### src/rtl/raster_irq_ctrl.sv
module raster_irq_ctrl #(
  parameter int HW           = 9,
  parameter int VW           = 9,
  parameter int XW           = 8,
  parameter int CW           = 8,
  parameter int LAST_H       = 341,
  parameter int ACTIVE_LINES = 192,
  parameter int LINE_VIS_H   = 25,
  parameter int FRAME_VIS_H  = 23,
  parameter int OVR_VIS_H    = 23,
  parameter int COL_BASE_H   = 59,
  parameter int LINE_CHK_H   = 25,
  parameter int FRAME_CHK_H  = 24
) (
  input  logic          clk,
  input  logic          rst_n,
  input  logic [HW-1:0] hpos,
  input  logic [VW-1:0] vpos,
  input  logic          spr_ovr,
  input  logic          spr_col,
  input  logic [XW-1:0] spr_col_x,
  input  logic          status_rd,
  input  logic          ctrl_wr,
  input  logic          reg_wr,
  input  logic [3:0]    reg_idx,
  input  logic [7:0]    reg_data,
  output logic [7:0]    status,
  output logic          irq
);

  localparam logic [HW-1:0] H_LAST      = HW'(LAST_H);
  localparam logic [HW-1:0] H_LINE_VIS  = HW'(LINE_VIS_H);
  localparam logic [HW-1:0] H_FRAME_VIS = HW'(FRAME_VIS_H);
  localparam logic [HW-1:0] H_OVR_VIS   = HW'(OVR_VIS_H);
  localparam logic [HW-1:0] H_COL_BASE  = HW'(COL_BASE_H);
  localparam logic [HW-1:0] H_LINE_CHK  = HW'(LINE_CHK_H);
  localparam logic [HW-1:0] H_FRAME_CHK = HW'(FRAME_CHK_H);
  localparam logic [VW-1:0] V_FRAME     = VW'(ACTIVE_LINES);

  logic          en_line, en_frame;
  logic [CW-1:0] interval, cnt;
  logic          p_line, p_frame, p_ovr, p_col;
  logic          f_line, f_frame, f_ovr, f_col;
  logic [HW-1:0] col_th;

  wire eol = (hpos == H_LAST);
  wire sol = (hpos == '0);
  wire acc = status_rd | ctrl_wr | reg_wr;

  wire pr_line  = p_line  & (eol | (acc & (hpos >= H_LINE_VIS)));
  wire pr_frame = p_frame & (eol | (acc & (hpos >= H_FRAME_VIS)));
  wire pr_ovr   = p_ovr   & (eol | (acc & (hpos >= H_OVR_VIS)));
  wire pr_col   = p_col   & (eol | (acc & (hpos >= col_th)));

  wire v_line  = f_line  | pr_line;
  wire v_frame = f_frame | pr_frame;
  wire v_ovr   = f_ovr   | pr_ovr;
  wire v_col   = f_col   | pr_col;

  assign status = {v_frame, v_ovr, v_col, 3'b000, v_line, 1'b0};

  wire eligible  = (vpos <= V_FRAME);
  wire cnt_zero  = (cnt == '0);
  wire set_line  = sol & eligible & cnt_zero;
  wire set_frame = sol & (vpos == V_FRAME);
  wire wr0  = reg_wr & (reg_idx == 4'd0);
  wire wr1  = reg_wr & (reg_idx == 4'd1);
  wire wr10 = reg_wr & (reg_idx == 4'd10);

  wire chk_line  = (hpos == H_LINE_CHK)  & (p_line  | f_line)  & en_line;
  wire chk_frame = (hpos == H_FRAME_CHK) & (p_frame | f_frame) & en_frame;

  always_ff @(posedge clk) begin
    if (!rst_n) begin
      en_line  <= 1'b0;
      en_frame <= 1'b0;
      interval <= '1;
      cnt      <= '0;
      p_line   <= 1'b0;
      p_frame  <= 1'b0;
      p_ovr    <= 1'b0;
      p_col    <= 1'b0;
      f_line   <= 1'b0;
      f_frame  <= 1'b0;
      f_ovr    <= 1'b0;
      f_col    <= 1'b0;
      col_th   <= '0;
      irq      <= 1'b0;
    end else begin
      p_line  <= (p_line  & ~pr_line)  | set_line;
      p_frame <= (p_frame & ~pr_frame) | set_frame;
      p_ovr   <= (p_ovr   & ~pr_ovr)   | spr_ovr;
      p_col   <= (p_col   & ~pr_col)   | spr_col;

      if (spr_col)     col_th <= H_COL_BASE + HW'(spr_col_x);
      else if (pr_col) col_th <= '0;

      f_line  <= v_line  & ~status_rd;
      f_frame <= v_frame & ~status_rd;
      f_ovr   <= v_ovr   & ~status_rd;
      f_col   <= v_col   & ~status_rd;

      if (sol) begin
        if (!eligible)     cnt <= interval;
        else if (cnt_zero) cnt <= interval;
        else               cnt <= cnt - CW'(1);
      end

      if (wr10) interval <= reg_data[CW-1:0];
      if (wr0)  en_line  <= reg_data[4];
      if (wr1)  en_frame <= reg_data[5];

      if (status_rd)                 irq <= 1'b0;
      else if (wr0 && v_line)        irq <= reg_data[4];
      else if (wr1 && v_frame)       irq <= reg_data[5];
      else if (chk_line | chk_frame) irq <= 1'b1;
    end
  end


  rd_clear_chk: assert property (@(posedge clk) disable iff (!rst_n)
    status_rd |=> (!f_line && !f_frame && !f_ovr && !f_col && !irq));


  line_irq_chk: assert property (@(posedge clk) disable iff (!rst_n)
    (hpos == H_LINE_CHK && (p_line || f_line) && en_line && !status_rd && !reg_wr) |=> irq);


  frame_irq_chk: assert property (@(posedge clk) disable iff (!rst_n)
    (hpos == H_FRAME_CHK && (p_frame || f_frame) && en_frame && !status_rd && !reg_wr) |=> irq);


  line_pend_src_chk: assert property (@(posedge clk) disable iff (!rst_n)
    $rose(p_line) |-> ($past(hpos) == '0));


  line_vis_src_chk: assert property (@(posedge clk) disable iff (!rst_n)
    $rose(f_line) |-> $past(p_line));

endmodule

### config.mk
export PLATFORM = sky130hd
export DESIGN_NAME = raster_irq_ctrl
export DESIGN_NICKNAME = d
export VERILOG_FILES = /design/src/rtl/raster_irq_ctrl.sv
export SDC_FILE = /design/constraint.sdc
export NUM_CORES = 1
export LEC_CHECK = 0
export BUFFER_PORTS_ARGS = -buffer_cell sky130_fd_sc_hd__buf_4
export CAP_MARGIN = 0
export CORE_ASPECT_RATIO = 1.1
export CORE_UTILIZATION = 42
export CTS_BUF_LIST = sky130_fd_sc_hd__clkbuf_8 sky130_fd_sc_hd__clkbuf_16
export CTS_CLUSTER_SIZE = 16
export DETAILED_ROUTE_END_ITERATION = 8
export PLACE_DENSITY_LB_ADDON = 0.08
export SLEW_MARGIN = 20
export SYNTH_ARGS = -nofsm -noshare
export SYNTH_HDL_FRONTEND = slang
export SYNTH_SLANG_ARGS = --single-unit
### constraint.sdc
create_clock -name clk -period 3.57 [get_ports clk]
set_input_delay 0.1785 -clock clk [delete_from_list [all_inputs] [get_ports clk]]
set_output_delay 0.1785 -clock clk [all_outputs]
set_load 0.03 [all_outputs]
==> run_results.csv <==
group,metric,value,unit
synth,synth_top_area_frac,0.3314,
clock_network,htreeDepth,2,
timing,rsz0062_at_grt,"false",
timing,holdWs,0.07660,ns
route,routedWlPerCell,13.70,um
timing,setup_viol,0,
final_layout,drive_gt1_frac,0.2255,
route,via_per_inst,5.382,
place,port_buffers,49,
final_layout,area_delta_synth_final,20.66,%
final_layout,largest_register_ffs,9,
global_route,track_usage,0.1996,
synth,ys.flop_type,"dfxtp_1",
clock_network,clk-insertion-delay-late,0.29,ns
synth,synth_top_family_by_area,"simple AND/OR/NAND/NOR gates",
timing,finalCriticalPeriod,2.446,ns
critical_path,cp-end-kind,"primary output",
critical_path,slowest_stage,"dfxtp_1",
synth,synthAdderAreaFrac,0.06904,
floorplanning,die_y,77.47,um
final_layout,n_fill_cell,501,
place,detailed_place_hpwl,3883,um
critical_path,critical_path_peak_fanout,3,
synth,synth_cell_types,58,
clock_network,cts_hold_buf,0,
final_layout,multi_input_area,1284,um^2
critical_path,rrSetupSlack,1.28,ns
synth,yosys_warnings,0,
route,first_pass_iters,6,
power,peakVddDrop,173.6,uV
critical_path,critPathLaunchType,"register",
synth,syn_area,2175,um^2
timing,drv_slew,0,
place,place_ws,1.299,ns
clock_network,cts.sinks,36,
status,status,"complete, but fails checks",
critical_path,max_stage_delay,0.34,ns
status,violations,"design-rule violations",
job,maxCapViolCount,0,
critical_path,critPathKind,"reg -> out",
global_route,grt_most_used_layer,"met2",
global_route,grtUsageMet1,0.2600,
global_route,grt_use_met3,0.04156,
floorplanning,die_width,70.61,um
floorplanning,rows,27,
final_layout,final_nets,362,
route,num_vias,1959,
final_layout,ff_latch_area,720.7,um^2
synth,synth_cells,260,
final_layout,top_regs,"col_th x9, cnt x8, interval x8",
clock_network,cts_root_buffer,"clkbuf_8",
global_route,grt_pass1_vias,1927,
timing,setup_tns,0,ns
clock_network,post-cts-setup-buffers,0,
synth,muxShareOfSynthArea,0.004603,
timing,max_slew_margin,0.3139,
synth,synth_xor_xnor_area_share,0.02417,
synth,synth.largest_area_cell,"dfxtp_1",
synth,synthSimpleGateAreaFrac,0.2796,
global_route,grtUsageMet2,0.3311,
floorplanning,initial_utilization,0.4349,
global_route,antenna_found_initial,0,
clock_network,cts_made_buffers,5,
floorplanning,die_area,5469,um^2
synth,synth_enable_flop_cells,0,
synth,yosysSeqAreaShare,0.3314,
power,p_leak,1.119,nW
place,gp_congestion,0.8172,
clock_network,cts.path.max_buffers,2,
timing,clock_skew,0.004934,ns
timing,layout_worst_path_cycle_share,0.6853,
timing,fmax,408.8,MHz
synth,synthTopCellsByArea,"dfxtp_1, ha_1, nand2_1, o2bb2ai_1, a21oi_1",
synth,async_flop_share,0,
timing,worst_pin_slew,1.025,ns
global_route,grt_max_degree,26,
final_layout,top_register,"col_th",
power,p_per_area,347.5,nW/um^2
clock_network,clk_pin_slew,0.07,ns
power,power,911.7,uW
timing,setup_slack,1.124,ns
clock_network,cts_tree,"yes",
route,drt_iter0_markers,57,
critical_path,critPathArrivalTime,2.27,ns
hold_path,hp-class,"in -> reg",
synth,ys_ff_latch,36,
critical_path,cp_cell_sequence,"inv_1, ha_1, and4_1, a221o_1, nor3_1, a211oi_1, or2_2, buf_4",
floorplanning,core_area,5000,um^2
route,drc_errors,2,
synth,syn_area_per_cell,8.364,um^2
synth,synth_compound_area_frac,0.2060,
global_route,grt_pass1_wl,8673,um
global_route,grt-ovfl-total,0,
critical_path,critPathRequiredTime,3.39,ns
route,totalWireLength,4985,um
route,antenna_left,0,
final_layout,antenna_cells,0,
timing,hold_violations,0,
floorplanning,io_pins,54,
clock_network,post_cts_resized,0,
[power breakdown]
part	internal (mW)	switching, mW	leakage [nW]	total, mW
clock	0.204	0.147	0.0593	0.352
combinational	0.0678	0.0725	0.766	0.140
sequential	0.413	0.00649	0.293	0.420
[stage by stage]
| step | util | std cells | area, um^2 |
|---|---|---|---|
| floorplan | - | 263 | 2186 |
| global placement | 0.5033 | 356 | 2516 |
| detailed placement | 0.5033 | 356 | 2516 |
| CTS | 0.5248 | 364 | 2624 |
| global route | 0.5248 | 364 | 2624 |
| finish | 0.5248 | 364 | 2624 |
[path summary, 6_finish.rpt]
check,cells past startpoint,end,from
setup / recovery,8,status[5],col_th[8]$_SDFFE_PN0P_
hold / removal,2,col_th[0]$_SDFFE_PN0P_,spr_col_x[0]
setup reg to reg,7,cnt[7]$_SDFFE_PN0N_,cnt[0]$_SDFFE_PN0N_
hold reg to reg,1,col_th[6]$_SDFFE_PN0P_,col_th[6]$_SDFFE_PN0P_
[cells by family (layout without fill, tap and decap cells)]
family	Yosys count	after routing
simple gates	107	107
compound gates	65	65
flops	36	36
buf+inv	32	75
fa+ha+maj	12	12
xor+xnor	6	6
other cells	1	4
mux	1	1
[critical path, delay by kind of cell, from the launching register on]
family / cells / cell delay, ns
AOI/OAI and AO/OA: 2 / 0.42
DFF: 1 / 0.34
adders and majority gates: 1 / 0.29
and+or+nand+nor: 3 / 0.70
buffers and inverters: 2 / 0.23
[final cells by class]
class,instances,area share
Clock buffer,5,0.02623
Clock inverter,3,0.01478
Inverter,17,0.02432
Multi-Input combinational cell,195,0.4893
Sequential cell,36,0.2747
Tap cell,58,0.02766
Timing Repair Buffer,50,0.1431
[layout by cell type, fill, tap and decap left out, drive strengths merged, types with 2 or more instances in the layout]
master	n
buf	50
dfxtp	36
nand2	35
inv	18
a21oi	15
o21ai	15
nand3	12
ha	12
nor2	11
nor2b	10
o2bb2ai	9
nor3	6
nand4	5
clkbuf	5
nor4	5
xor2	4
conb	4
and3	3
a31oi	3
a221oi	3
and4b	3
a211oi	3
or4	2
o211ai	2
a22oi	2
or2	2
and2	2
o21a	2
nand2b	2
a21boi	2
xnor2	2
or3	2
nor4b	2
nor3b	2
[layer usage]
metal | part of all wire | up-vias
met5 | 0 | -
li1 | - | 1021
met1 | 0.47 | 898
met4 | 0.013 | 0
met2 | 0.48 | 35
met3 | 0.035 | 5
[cells in the mapped netlist, types with 2 or more instances]
cell,n
a211oi_1,2
a21boi_0,2
a21oi_1,14
a221oi_1,3
a22oi_1,2
a31oi_1,3
and2_1,2
and3_1,3
and4b_1,2
buf_4,8
buf_6,2
clkbuf_1,4
dfxtp_1,36
ha_1,12
inv_1,17
nand2_1,35
nand2b_1,2
nand3_1,12
nand4_1,5
nor2_1,11
nor2b_1,10
nor3_1,6
nor4_1,4
o211ai_1,2
o21a_1,2
o21ai_0,13
o2bb2ai_1,9
or2_2,2
or4_4,2
xnor2_1,2
xor2_1,4
(Power assumes the default switching activity.)
